==> src/rtl/pairsel_pkg.sv <==
package pairsel_pkg;

    // Row selector formed as {a[j], b[j]}
    typedef enum logic [1:0] {
        PICK_ZERO = 2'b00,
        PICK_A    = 2'b01,
        PICK_B    = 2'b10,
        PICK_SUM  = 2'b11
    } pick_e;

    localparam int DEF_WIDTH = 16;

endpackage

==> src/rtl/pairsel_sumchain.sv <==
module pairsel_sumchain #(
    parameter int W = 16
) (
    input  logic [W-1:0] a_i,
    input  logic [W-1:0] b_i,
    output logic [W-1:0] sum_o,
    output logic [W:1]   carry_o
);
    // Bit-serial running sum: position j uses the carry produced below it
    always_comb begin
        logic cy;
        cy = 1'b0;
        for (int j = 0; j < W; j++) begin
            sum_o[j]     = a_i[j] ^ b_i[j] ^ cy;
            cy           = (a_i[j] & b_i[j]) | (cy & (a_i[j] ^ b_i[j]));
            carry_o[j+1] = cy;
        end
    end
endmodule

==> src/rtl/pairsel_rowgen.sv <==
module pairsel_rowgen
    import pairsel_pkg::*;
#(
    parameter int W = 16
) (
    input  logic [W-1:0]            a_i,
    input  logic [W-1:0]            b_i,
    input  logic [W-2:0]            sum_i,
    input  logic [W-1:1]            carry_i,
    output logic [W-1:0][2*W-1:0]   rows_o,
    output logic [2*W-1:0]          diag_o
);
    localparam int PW = 2 * W;

    for (genvar j = 0; j < W; j++) begin : g_row
        assign diag_o[2*j]   = a_i[j] & b_i[j];
        assign diag_o[2*j+1] = 1'b0;

        if (j == 0) begin : g_first
            assign rows_o[j] = '0;
        end else begin : g_rest
            logic [j:0] low_a;
            logic [j:0] low_b;
            logic [j:0] low_s;
            logic [j:0] term;
            pick_e      pick;

            assign low_a = {1'b0, a_i[j-1:0]};
            assign low_b = {1'b0, b_i[j-1:0]};
            assign low_s = {carry_i[j], sum_i[j-1:0]};
            assign pick  = pick_e'({a_i[j], b_i[j]});

            always_comb begin
                unique case (pick)
                    PICK_ZERO: term = '0;
                    PICK_A:    term = low_a;
                    PICK_B:    term = low_b;
                    PICK_SUM:  term = low_s;
                    default:   term = '0;
                endcase
            end

            assign rows_o[j] = PW'(term) << j;
        end
    end
endmodule

==> src/rtl/pairsel_accum.sv <==
module pairsel_accum #(
    parameter int W = 16
) (
    input  logic [W-1:0][2*W-1:0] rows_i,
    input  logic [2*W-1:0]        diag_i,
    output logic [2*W-1:0]        prod_o
);
    localparam int PW     = 2 * W;
    localparam int GROUPS = PW / 2;

    logic [PW-1:0] red_s;
    logic [PW-1:0] red_c;

    // Carry-save compression of every row into two vectors
    always_comb begin
        logic [PW-1:0] ps;
        logic [PW-1:0] pc;
        logic [PW-1:0] t;
        ps = diag_i;
        pc = '0;
        for (int j = 1; j < W; j++) begin
            t  = rows_i[j];
            {ps, pc} = {ps ^ pc ^ t, ((ps & pc) | (ps & t) | (pc & t)) << 1};
        end
        red_s = ps;
        red_c = pc;
    end

    // Carry-propagate adder made of 2-bit lookahead groups
    always_comb begin
        logic cy;
        logic g0, g1, p0, p1, c1;
        cy = 1'b0;
        prod_o = '0;
        for (int k = 0; k < GROUPS; k++) begin
            g0 = red_s[2*k]   & red_c[2*k];
            p0 = red_s[2*k]   ^ red_c[2*k];
            g1 = red_s[2*k+1] & red_c[2*k+1];
            p1 = red_s[2*k+1] ^ red_c[2*k+1];
            c1 = g0 | (p0 & cy);
            prod_o[2*k]   = p0 ^ cy;
            prod_o[2*k+1] = p1 ^ c1;
            cy = g1 | (p1 & g0) | (p1 & p0 & cy);
        end
    end
endmodule

==> src/rtl/pairsel_mult.sv <==
module pairsel_mult #(
    parameter int W       = pairsel_pkg::DEF_WIDTH,
    parameter bit REG_OUT = 1'b1
) (
    input  logic           clk,
    input  logic           rst,
    input  logic [W-1:0]   a_i,
    input  logic [W-1:0]   b_i,
    output logic [2*W-1:0] prod_o
);
    localparam int PW = 2 * W;

    typedef struct packed {
        logic [PW-1:0] prod;
    } out_t;

    logic [W-1:0]          run_sum;
    logic [W:1]            run_carry;
    logic [W-1:0][PW-1:0]  rows;
    logic [PW-1:0]         diag;
    logic [PW-1:0]         prod_comb;

    pairsel_sumchain #(.W(W)) u_chain (
        .a_i     (a_i),
        .b_i     (b_i),
        .sum_o   (run_sum),
        .carry_o (run_carry)
    );

    pairsel_rowgen #(.W(W)) u_rows (
        .a_i     (a_i),
        .b_i     (b_i),
        .sum_i   (run_sum[W-2:0]),
        .carry_i (run_carry[W-1:1]),
        .rows_o  (rows),
        .diag_o  (diag)
    );

    pairsel_accum #(.W(W)) u_acc (
        .rows_i  (rows),
        .diag_i  (diag),
        .prod_o  (prod_comb)
    );

    if (REG_OUT) begin : g_reg
        out_t out_d, out_q;

        always_comb begin
            out_d      = out_q;
            out_d.prod = prod_comb;
            if (rst) out_d.prod = '0;
        end

        always_ff @(posedge clk) begin
            out_q <= out_d;
        end

        assign prod_o = out_q.prod;

        // output is the product of the operands one edge earlier
        assert_latency_R6: assert property (@(posedge clk) disable iff (rst)
            1'b1 |=> prod_o == $past(PW'(a_i) * PW'(b_i)));

        // synchronous reset clears the product
        assert_reset_clear_R7: assert property (@(posedge clk)
            rst |=> prod_o == '0);
    end else begin : g_comb
        assign prod_o = prod_comb;
    end

    // shared running sum equals arithmetic sum of the operands
    assert_sum_chain_R2: assert property (@(posedge clk) disable iff (rst)
        {run_carry[W], run_sum} == (W+1)'(a_i) + (W+1)'(b_i));

    // every row term matches a[j]*low(b) + b[j]*low(a)
    for (genvar j = 0; j < W; j++) begin : g_row_chk
        localparam logic [PW-1:0] LOWMASK = (PW'(1) << j) - PW'(1);
        assert_row_term_R3: assert property (@(posedge clk) disable iff (rst)
            rows[j] == (((a_i[j] ? (PW'(b_i) & LOWMASK) : PW'(0)) +
                         (b_i[j] ? (PW'(a_i) & LOWMASK) : PW'(0))) << j));
    end

    // combinational product equals the reference multiply
    assert_product_R1: assert property (@(posedge clk) disable iff (rst)
        prod_comb == PW'(a_i) * PW'(b_i));

endmodule

==> config.mk <==
export PLATFORM = sky130hd
export DESIGN_NAME = pairsel_mult
export DESIGN_NICKNAME = d
export VERILOG_FILES = /design/src/rtl/pairsel_pkg.sv /design/src/rtl/pairsel_sumchain.sv /design/src/rtl/pairsel_rowgen.sv /design/src/rtl/pairsel_accum.sv /design/src/rtl/pairsel_mult.sv
export SDC_FILE = /design/constraint.sdc
export NUM_CORES = 1
export LEC_CHECK = 0
export BUFFER_PORTS_ARGS = -buffer_cell sky130_fd_sc_hd__buf_2
export CORE_ASPECT_RATIO = 1.75
export CORE_MARGIN = 10
export CORE_UTILIZATION = 51
export CTS_CLUSTER_DIAMETER = 60
export DETAILED_ROUTE_END_ITERATION = 8
export PLACE_DENSITY = 0.68
export SLEW_MARGIN = 0
export SYNTH_ARGS = -nofsm -noshare
export SYNTH_HDL_FRONTEND = slang
export SYNTH_SLANG_ARGS = --single-unit
export TNS_END_PERCENT = 20
==> constraint.sdc <==
create_clock -name clk -period 14.45 [get_ports clk]
set_input_delay 2.89 -clock clk [delete_from_list [all_inputs] [get_ports clk]]
set_output_delay 2.89 -clock clk [all_outputs]
set_load 0.03 [all_outputs]
==> summary.txt, run 1 <==
Status
  – Status: finished with violations
  – Failing checks: DRC

Placement
  – DP Wirelength: ~16 mm
  – IO buf count: between 60 and 70
  – Pre-CTS setup slack: approximately 1.4 ns
  – Dpl cell area: ~7700 um2
  – Inst Count DP: between 900 and 1,000
  – GPL Wtd Cong: 0.9102

Setup path
  – Peak fanout along the critical path: 16
  – Crit-path max cell delay: 0.53 ns
  – Setup crit end kind: register
  – CP Class: in -> reg
  – Data required, critical path: approximately 15 ns
  – Worst Setup Start Kind: input port
  – Worst path arrival time: between 10 and 15 ns
  – Most used cell, CP: fa_1
  – Critical path's slowest cell: fa_1
  – Delay-heaviest family, CP: adder cells
  – CP Buf/Inv Count: 6

Logic synthesis
  – Synth top area share: 0.3404
  – EDFF count, synth: 0
  – Yosys warns: 0
  – Area contributors post-synth: fa_1 34%, ha_1 17%, a222oi_1 14%
  – Post-synthesis sequential element count: 32
  – Avg Inst Size Synth: 9.777 um2
  – Post-synth top cells: 126 x fa_1, 113 x inv_1, 105 x a222oi_1, 102 x nor2_1, 100 x ha_1
  – Count leader, synth: fa_1
  – Synth cell types: 37
  – Synthesized instance count: approximately 760
  – Mapped Nets: just over 1,000
  – Top_reg_cell synth: dfxtp_1
  – Sequential area share after synthesis: 0.08644
  – Synth area leader: fa_1
  – Area of the mapped netlist: 7411 um2
  – Synth async-reset ratio: 0

Global route
  – Total track usage: 0.2029
  – Total grt overflow: 0
  – Initial antenna violation count: 0
  – Vias in the first global route: approximately 6,600
  – First-pass GRT wire length: about 34 mm
  – Largest net degree at the start of global routing: 33

Clock network
  – CTS Buffer Depth: 2
  – Post-CTS setup buffers: 0
  – Clk sinks: 32
  – CTS Buf Count: 5
  – CTS resizes: 0
  – Clock tree root buffer cell: clkbuf_16
  – # hold bufs at CTS: 0
  – CTS tree: built
  – Clock Pin Slew Worst Setup and Hold Paths: about 0.05 ns
  – Number of H-tree levels: 2

Timing
  – Final Cycle Share: 0.8871
  – Relative slew margins: 0.4638
  – Setup ws final: 1.631 ns
  – RSZ-0062 raised after global routing: no
  – Setup TNS: 0 ns
  – Final Hold Viols: 0
  – Final Max Tran Viols: 0
  – Fmax: about 80 MHz
  – Slew at the pin closest to its max-slew limit: 0.8043 ns
  – Post-layout min period: 12.82 ns
  – Setup violators final: 0

Routing
  – Via density: about 6.5
  – Antenna Nets Post-Route: 0
  – Remaining routing DRC violations: 11
  – Starting DRT DRC Count: between 900 and 1,000
  – DR WL/cell: ~22 um
  – DRT Wirelength: 20.67 mm
  – Met2 WL: between 10 and 15 mm
  – Via count: around 6,200
  – First-pass DRT Iterations: 9
  – Routed wl met3: roughly 1.6 mm
  – DRT met1 WL: between 7 and 8 mm
  – Max layer used: met4

Floorplanning
  – Initial Util: 0.5184
  – Chip Height: about 180 um
  – Core area: 14,300 um2
  – I/O Pins: 66
  – Number of cell rows: 58
  – Die ar.: 19,940 um2
  – Chip width: 111.1 um

Worst hold path
  – HP Class: in -> reg

Job
  – Max Cap Violations: 0

Pwr
  – Leak: just under 4 nW
  – VDD IR-drop max: approximately 100 uV
  – Pwr per Cell Area: ~180 nW/um2

Final layout
  – Area grow syn2layout: 6.500%
  – Max FFs per register: 32
  – Cell Count, Final, Fillers Out: roughly 950
  – Share of layout cells above drive strength 1: 0.1475
  – Fin nets: approximately 1,000
  – Fin area: ~8000 um2
  – ANT cells: 0
[cell type report]
cell class | instances | area [um2]
Timing Repair Buffer | 65 | 325.3
Fill cell | 1304 | 6404
Inverter | 115 | 431.7
Clock inverter | 1 | 30.03
Sequential cell | 32 | 640.6
Clock buffer | 7 | 152.6
Multi-Input combinational cell | 553 | 6087
Tap cell | 180 | 225.2
[per-stage QoR]
stage	hold slack (ns)	util	total power (W)
global placement	3.328	0.5393	0.001319
detailed placement	3.326	0.5393	0.001335
floorplan	2.962	-	0.001031
finish	3.056	0.5521	0.001457
CTS	3.064	0.5521	0.001470
global route	3.096	0.5521	0.001640
[final timing paths]
kind                   start          to  slack, ns  depth (start not counted)
worst max-delay path  b_i[0]  prod_o[31]       1.63                         33
worst min-delay path     rst  prod_o[14]       3.06                          2
[layout by cell type (no fill, tap or decap), types with 3 or more instances in the layout]
| cell type | n |
|---|---|
| fa_1 | 126 |
| inv_1 | 113 |
| a222oi_1 | 105 |
| nor2_1 | 102 |
| ha_1 | 100 |
| buf_2 | 65 |
| or2_2 | 33 |
| dfxtp_1 | 32 |
| nor3b_1 | 15 |
| a22o_1 | 11 |
| mux2i_1 | 9 |
| nor2b_1 | 8 |
| a21oi_1 | 7 |
| xnor2_1 | 5 |
| clkbuf_16 | 5 |
| a22oi_1 | 4 |
| nand2_1 | 4 |
| nand2b_1 | 3 |
| o21ai_0 | 3 |
[routing by layer]
metal | global-route usage | vias to the layer above
met5 | 0 | -
met4 | 0.1131 | 0
met3 | 0.02767 | 58
met2 | 0.3525 | 376
met1 | 0.2331 | 3059
li1 | - | 2690
[report_power, final]
part	switching, W	total [W]	internal [W]
combinational	0.000678	0.00120	0.000519
sequential	0.00000550	0.000134	0.000129
clock	0.0000356	0.000126	0.0000905
[logic make-up (layout without fill, tap and decap cells)]
kind of cell,count (synthesis),count (layout),synth area share
fa+ha+maj,226,226,0.5092
buf+inv,173,188,0.09218
simple gates,170,170,0.1109
compound gates,140,140,0.1793
flops,32,32,0.08644
mux,10,10,0.01368
xor+xnor,7,7,0.008273
No activity file was read; power rests on OpenSTA's default activity.
==> inputs of run 2 (changes only) <==
==> constraint.sdc (replaced) <==
create_clock -name clk -period 12.1 [get_ports clk]
set_input_delay 2.42 -clock clk [delete_from_list [all_inputs] [get_ports clk]]
set_output_delay 2.42 -clock clk [all_outputs]
set_load 0.03 [all_outputs]
==> run 2 against run 1 <==
Against the previous run: the flow still finishes with violations (DRC); worst setup slack got worse by 1.2 ns; sequential share of layout area down 0.088 points; via count increased by 1.2%; critical endpoint unchanged; highest routed layer unchanged.
==> summary.txt, run 2 (synthesis results as in run 1) <==
Floorplanning
  – Number of cell rows: 58 (unchanged)
  – Die ar.: 19,940 um2 (unchanged)
  – I/O Pins: 66 (unchanged)
  – Initial Util: 0.5184 (unchanged)
  – Core area: 14,300 um2 (unchanged)
  – Chip width: 111.1 um (unchanged)
  – Chip Height: 179.5 um (unchanged)

Pwr
  – Final Power: 0.001729 W (was 0.001457 W)
  – Leak: 3.891 nW (was 3.843 nW)
  – Pwr per Cell Area: 216.6 nW/um2 (was 184.6 nW/um2)
  – VDD IR-drop max: 151.9 uV (was 98.62 uV)

Setup path
  – CP Buf/Inv Count: 6 (unchanged)
  – Setup crit end kind: register (unchanged)
  – Peak fanout along the critical path: 4 (was 16)
  – Critical path's slowest cell: fa_1 (unchanged)
  – Worst path arrival time: 11.81 ns (was 12.96 ns)
  – Crit-path max cell delay: 0.55 ns (was 0.53 ns)
  – Delay-heaviest family, CP: adder cells (unchanged)
  – CP Class: in -> reg (unchanged)
  – Most used cell, CP: fa_1 (unchanged)
  – Worst Setup Start Kind: input port (unchanged)
  – Data required, critical path: 12.25 ns (was 14.59 ns)

Final layout
  – Most common cell after layout, fill and taps aside: fa_1 (unchanged)
  – ANT cells: 0 (unchanged)
  – Most frequent cells in the layout: 122 x fa_1, 112 x inv_1, 105 x a222oi_1, 102 x nor2_1, 100 x ha_1 (was 126 x fa_1, 113 x inv_1, 105 x a222oi_1, 102 x nor2_1, 100 x ha_1)
  – Cell Count, Final, Fillers Out: 968 (was 953)
  – Area grow syn2layout: 7.665% (was 6.500%)
  – Share of layout cells above drive strength 1: 0.1675 (was 0.1475)
  – Fin nets: 1,047 (was 1,032)
  – Max FFs per register: 32 (unchanged)
  – Post-Route Utilization: 0.5581 (was 0.5521)

Global route
  – Total grt overflow: 0 (unchanged)
  – First-pass GRT wire length: 34.88 mm (was 34.29 mm)
  – Vias in the first global route: 6,555 (was 6,590)
  – Initial antenna violation count: 0 (unchanged)
  – Total track usage: 0.2105 (was 0.2029)
  – Largest net degree at the start of global routing: 33 (unchanged)

Placement
  – GPL Wtd Cong: 0.9087 (was 0.9102)
  – IO buf count: 65 (unchanged)
  – Inst Count DP: 960 (was 945)
  – DP Wirelength: 16.82 mm (was 16.41 mm)

Status
  – Status: finished with violations (unchanged)
  – Failing checks: DRC (unchanged)

Clock network
  – Number of H-tree levels: 2 (unchanged)
  – CTS tree: built (unchanged)
  – Clock tree root buffer cell: clkbuf_16 (unchanged)
  – CTS Buf Count: 5 (unchanged)
  – Clk sinks: 32 (unchanged)
  – # hold bufs at CTS: 0 (unchanged)
  – CTS Buffer Depth: 2 (unchanged)
  – Post-CTS setup buffers: 0 (unchanged)
  – Clock Pin Slew Worst Setup and Hold Paths: 0.05 ns (about the same)

Worst hold path
  – HP Class: in -> reg (unchanged)
  – Beginning of the worst hold path: b_i[0] (was rst)
  – Hold Path Sink: prod_o[0] (was prod_o[14])
  – Hold Path Stages: 4 (was 2)

Routing
  – Remaining routing DRC violations: 4 (was 11)
  – DRT Wirelength: 21.53 mm (was 20.67 mm)
  – Via density: 6.467 (was 6.488)
  – Antenna Nets Post-Route: 0 (unchanged)
  – Starting DRT DRC Count: 1,158 (was 979)
  – DR WL/cell: 22.25 um (was 21.69 um)
  – First-pass DRT Iterations: 9 (unchanged)
  – Via count: 6,260 (was 6,183)

Timing
  – Fmax: 85.75 MHz
  – Post-layout min period: 11.66 ns
  – Final Hold Viols: 0 (unchanged)
  – Slew at the pin closest to its max-slew limit: 0.7434 ns (was 0.8043 ns)
  – Final Cycle Share: 0.9638
  – Final Max Tran Viols: 0 (unchanged)
  – Setup violators final: 0 (unchanged)
  – Relative slew margins: 0.5044 (was 0.4638)

Job
  – Max Cap Violations: 0 (unchanged)
==> run 2: cell type report <==
| class | instances | area [um2] |
|---|---|---|
| Sequential cell | 32 | 640.6 |
| Inverter | 115 | 431.7 |
| Timing Repair Buffer | 80 | 437.9 |
| Tap cell | 180 | 225.2 |
| Clock buffer | 8 | 146.4 |
| Fill cell | 1274 | 6317 |
| Multi-Input combinational cell | 553 | 6097 |
==> run 2: per-layer routing <==
layer	vias up	global-route usage	wire length [um]
met5	-	0	0
met3	90	0.02533	1875
li1	2719	-	-
met1	3031	0.2440	7674
met2	420	0.3738	10990
met4	0	0.09912	996
==> run 2: how the worst max path moves through the flow <==
stage                      start          to  slack, ns  depth (start not counted)
after floorplan           a_i[1]  prod_o[31]       0.33                         32
after global placement    a_i[0]  prod_o[31]       0.12                         33
after detailed placement  a_i[0]  prod_o[31]       0.01                         33
after CTS                 a_i[0]  prod_o[31]       0.30                         33
after global routing      a_i[0]  prod_o[31]     -0.002                         33
final                     a_i[0]  prod_o[31]       0.44                         33
==> run 2: timing repair <==
action	CTS	global route
hold endpoints to repair	0	0
endpoints found under the setup margin	0	4
resized for setup	0	5
==> run 2: through the flow <==
stage / hold WS, ns / instance area [um2] / setup WS (ns) / setup TNS [ns]
2_1_floorplan: 2.492 / 7411 / 0.3318 / 0
3_3_place_gp: 2.857 / 7823 / 0.1185 / 0
3_5_place_dp: 2.856 / 7823 / 0.01005 / 0
4_1_cts: 2.586 / 7969 / 0.2957 / 0
5_1_grt: 2.633 / 7979 / -0.002014 / -0.002014
6_report: 2.593 / 7979 / 0.4377 / 0
==> run 2: report_power, final <==
| group | internal [W] | switching (W) |
|---|---|---|
| Combinational | 0.000634 | 0.000811 |
| Clock | 0.0000817 | 0.0000417 |
| Sequential | 0.000154 | 0.00000642 |
==> inputs of run 3 (changes only) <==
--- a/config.mk
+++ b/config.mk
@@ -9,6 +9,7 @@
 export CORE_ASPECT_RATIO = 1.75
 export CORE_MARGIN = 10
 export CORE_UTILIZATION = 51
+export CTS_BUF_LIST = sky130_fd_sc_hd__clkbuf_4
 export CTS_CLUSTER_DIAMETER = 60
 export DETAILED_ROUTE_END_ITERATION = 8
 export PLACE_DENSITY = 0.68
==> run 3 against run 2 <==
Against the previous run: the run still ends with DRC left; cell count increased by 0.10%; sequential power about the same; combinational power about the same; global-route usage unchanged; wire length decreased by 0.34%; sequential share of layout area increased by 0.094 points; critical path depth unchanged; largest cell class unchanged.
==> summary.txt, run 3 (synthesis results as in run 1) <==
Setup path
  – Setup crit end kind: register (unchanged)
  – CP Class: in -> reg (unchanged)
  – Worst path arrival time: 11.84 ns (was 11.81 ns)
  – Data required, critical path: 12.31 ns (was 12.25 ns)
  – Peak fanout along the critical path: 4 (unchanged)
  – Delay-heaviest family, CP: adder cells (unchanged)
  – Levels on crit path: 33 (unchanged)
  – CP Buf/Inv Count: 6 (unchanged)
  – Critical path's slowest cell: fa_1 (unchanged)
  – Crit. Startpoint: a_i[0] (unchanged)
  – Crit-path max cell delay: 0.55 ns (about the same)
  – CP endpoint: prod_o[31] (unchanged)
  – Most used cell, CP: fa_1 (unchanged)
  – Worst Setup Start Kind: input port (unchanged)

Clock network
  – CTS Buf Count: 5 (unchanged)
  – Number of H-tree levels: 2 (unchanged)
  – CTS tree: built (unchanged)
  – CTS Buffer Depth: 2 (unchanged)
  – Clock Pin Slew Worst Setup and Hold Paths: 0.09 ns (was 0.05 ns)
  – Clk sinks: 32 (unchanged)
  – Clock tree root buffer cell: clkbuf_4 (was clkbuf_16)
  – Post-CTS setup buffers: 0 (unchanged)

Routing
  – First-pass DRT Iterations: 9 (unchanged)
  – Via count: 6,224 (was 6,260)
  – Remaining routing DRC violations: 52 (was 4)
  – DR WL/cell: 22.15 um (was 22.25 um)
  – Antenna Nets Post-Route: 0 (unchanged)
  – DRT Wirelength: 21.46 mm (was 21.53 mm)
  – Starting DRT DRC Count: 1,118 (was 1,158)
  – Via density: 6.423 (was 6.467)

Floorplanning
  – Core area: 14,300 um2 (unchanged)
  – Chip width: 111.1 um (unchanged)
  – Initial Util: 0.5184 (unchanged)
  – Chip Height: 179.5 um (unchanged)
  – Number of cell rows: 58 (unchanged)
  – Die ar.: 19,940 um2 (unchanged)
  – I/O Pins: 66 (unchanged)

Timing
  – Final Cycle Share: 0.9615 (was 0.9638)
  – Post-layout min period: 11.63 ns (was 11.66 ns)
  – Final Max Tran Viols: 0 (unchanged)
  – Setup TNS: 0 ns (unchanged)
  – Fmax: 85.96 MHz (was 85.75 MHz)
  – Slew at the pin closest to its max-slew limit: 0.7272 ns (was 0.7434 ns)
  – Final Hold Viols: 0 (unchanged)
  – Setup violators final: 0 (unchanged)
  – Relative slew margins: 0.5152 (was 0.5044)

Pwr
  – Clock share of power: 0.037 (was 0.071)
  – Sw Share: 0.5108 (was 0.4968)
  – VDD IR-drop max: 144.5 uV (was 151.9 uV)
  – Internal cell power: 0.0008138 W (was 0.0008698 W)
  – Seq pwr share: 0.096 (was 0.093)
  – Logic pwr share: 0.867 (was 0.836)
  – Pwr per Cell Area: 210.9 nW/um2 (was 216.6 nW/um2)
  – Leak: 3.855 nW (was 3.891 nW)
  – Net Sw Power: 0.0008496 W (was 0.0008588 W)

Placement
  – GPL Wtd Cong: 0.9087 (unchanged)
  – DP Wirelength: 16.82 mm (unchanged)
  – Dpl cell area: 7823 um2 (unchanged)
  – IO buf count: 65 (unchanged)
  – Inst Count DP: 960 (unchanged)

Global route
  – Vias in the first global route: 6,545 (was 6,555)
  – Total track usage: 0.2105 (unchanged)
  – First-pass GRT wire length: 34.84 mm (was 34.88 mm)
  – Total grt overflow: 0 (unchanged)
  – Largest net degree at the start of global routing: 33 (unchanged)
  – Initial antenna violation count: 1 (was 0)

Final layout
  – Area grow syn2layout: 6.416% (was 7.665%)
  – Most frequent cells in the layout: 124 x fa_1, 112 x inv_1, 105 x a222oi_1, 102 x nor2_1, 100 x ha_1 (was 122 x fa_1, 112 x inv_1, 105 x a222oi_1, 102 x nor2_1, 100 x ha_1)
  – Fin nets: 1,047 (unchanged)
  – Post-Route Utilization: 0.5516 (was 0.5581)
  – FILL cells: 1,288 (was 1,274)
  – Share of layout cells above drive strength 1: 0.1662 (was 0.1675)
  – Cell Count, Final, Fillers Out: 969 (was 968)
  – Fin area: 7886 um2 (was 7979 um2)
  – Max FFs per register: 32 (unchanged)
  – Most common cell after layout, fill and taps aside: fa_1 (unchanged)

Job
  – Max Cap Violations: 0 (unchanged)

Worst hold path
  – HP Class: in -> reg (unchanged)
  – Hold Path Stages: 4 (unchanged)

Status
  – Status: finished with violations (unchanged)
  – Failing checks: DRC (unchanged)
-- run 3: stage by stage --
| stage | hold WS, ns | setup WS [ns] | power (W) |
|---|---|---|---|
| 5_1_grt | 2.557 | -0.0006066 | 0.001882 |
| 3_3_place_gp | 2.857 | 0.1185 | 0.001582 |
| 4_1_cts | 2.511 | 0.3818 | 0.001676 |
| 2_1_floorplan | 2.492 | 0.3318 | 0.001232 |
| 6_report | 2.523 | 0.4662 | 0.001663 |
| 3_5_place_dp | 2.856 | 0.01005 | 0.001609 |
-- run 3: area by class of cell --
class | instances | area, um2 | area share
flip-flops and latches | 32 | 640.6 | 0.08123
inverters | 115 | 431.7 | 0.05474
diodes | 1 | 2.502 | 0.0003173
multi-input cells | 553 | 6092 | 0.7725
clock buffers | 7 | 52.55 | 0.006663
clock inverters | 1 | 3.754 | 0.0004760
repair buffers | 80 | 437.9 | 0.05553
well taps | 180 | 225.2 | 0.02856
-- run 3: power by group through the flow --
| stage | clock network, W | registers, W | logic (W) |
|---|---|---|---|
| floorplan | 0 | 0.000237 | 0.000995 |
| global placement | 0 | 0.000162 | 0.00142 |
| detailed placement | 0 | 0.000163 | 0.00145 |
| CTS | 0.0000642 | 0.000160 | 0.00145 |
| global route | 0.0000665 | 0.000163 | 0.00165 |
| finish | 0.0000608 | 0.000160 | 0.00144 |
-- run 3: per-layer routing --
| layer | track usage | routed length (um) | vias up |
|---|---|---|---|
| li1 | - | - | 2723 |
| met1 | 0.2426 | 7812 | 3037 |
| met2 | 0.3745 | 11050 | 399 |
| met3 | 0.02600 | 1738 | 65 |
| met4 | 0.1002 | 862 | 0 |
| met5 | 0 | 0 | - |
-- run 3: repair_timing --
action	CTS	global route
endpoints found under the hold margin	0	0
hold buffers	0	0
setup endpoints to repair	0	3
resized for setup	0	3
-- run 3: worst min path at each step --
| stage | end | from |
|---|---|---|
| floorplan | prod_o[16] | rst |
| global placement | prod_o[11] | prod_o[11] |
| detailed placement | prod_o[2] | prod_o[2] |
| CTS | prod_o[0] | b_i[0] |
| global route | prod_o[0] | b_i[0] |
| finish | prod_o[0] | b_i[0] |
-- run 3: tightest hold or removal path: stages --
cell and delay (ns):
buf_2 0.10, ha_1 0.14, inv_1 0.07, nor2_1 0.09
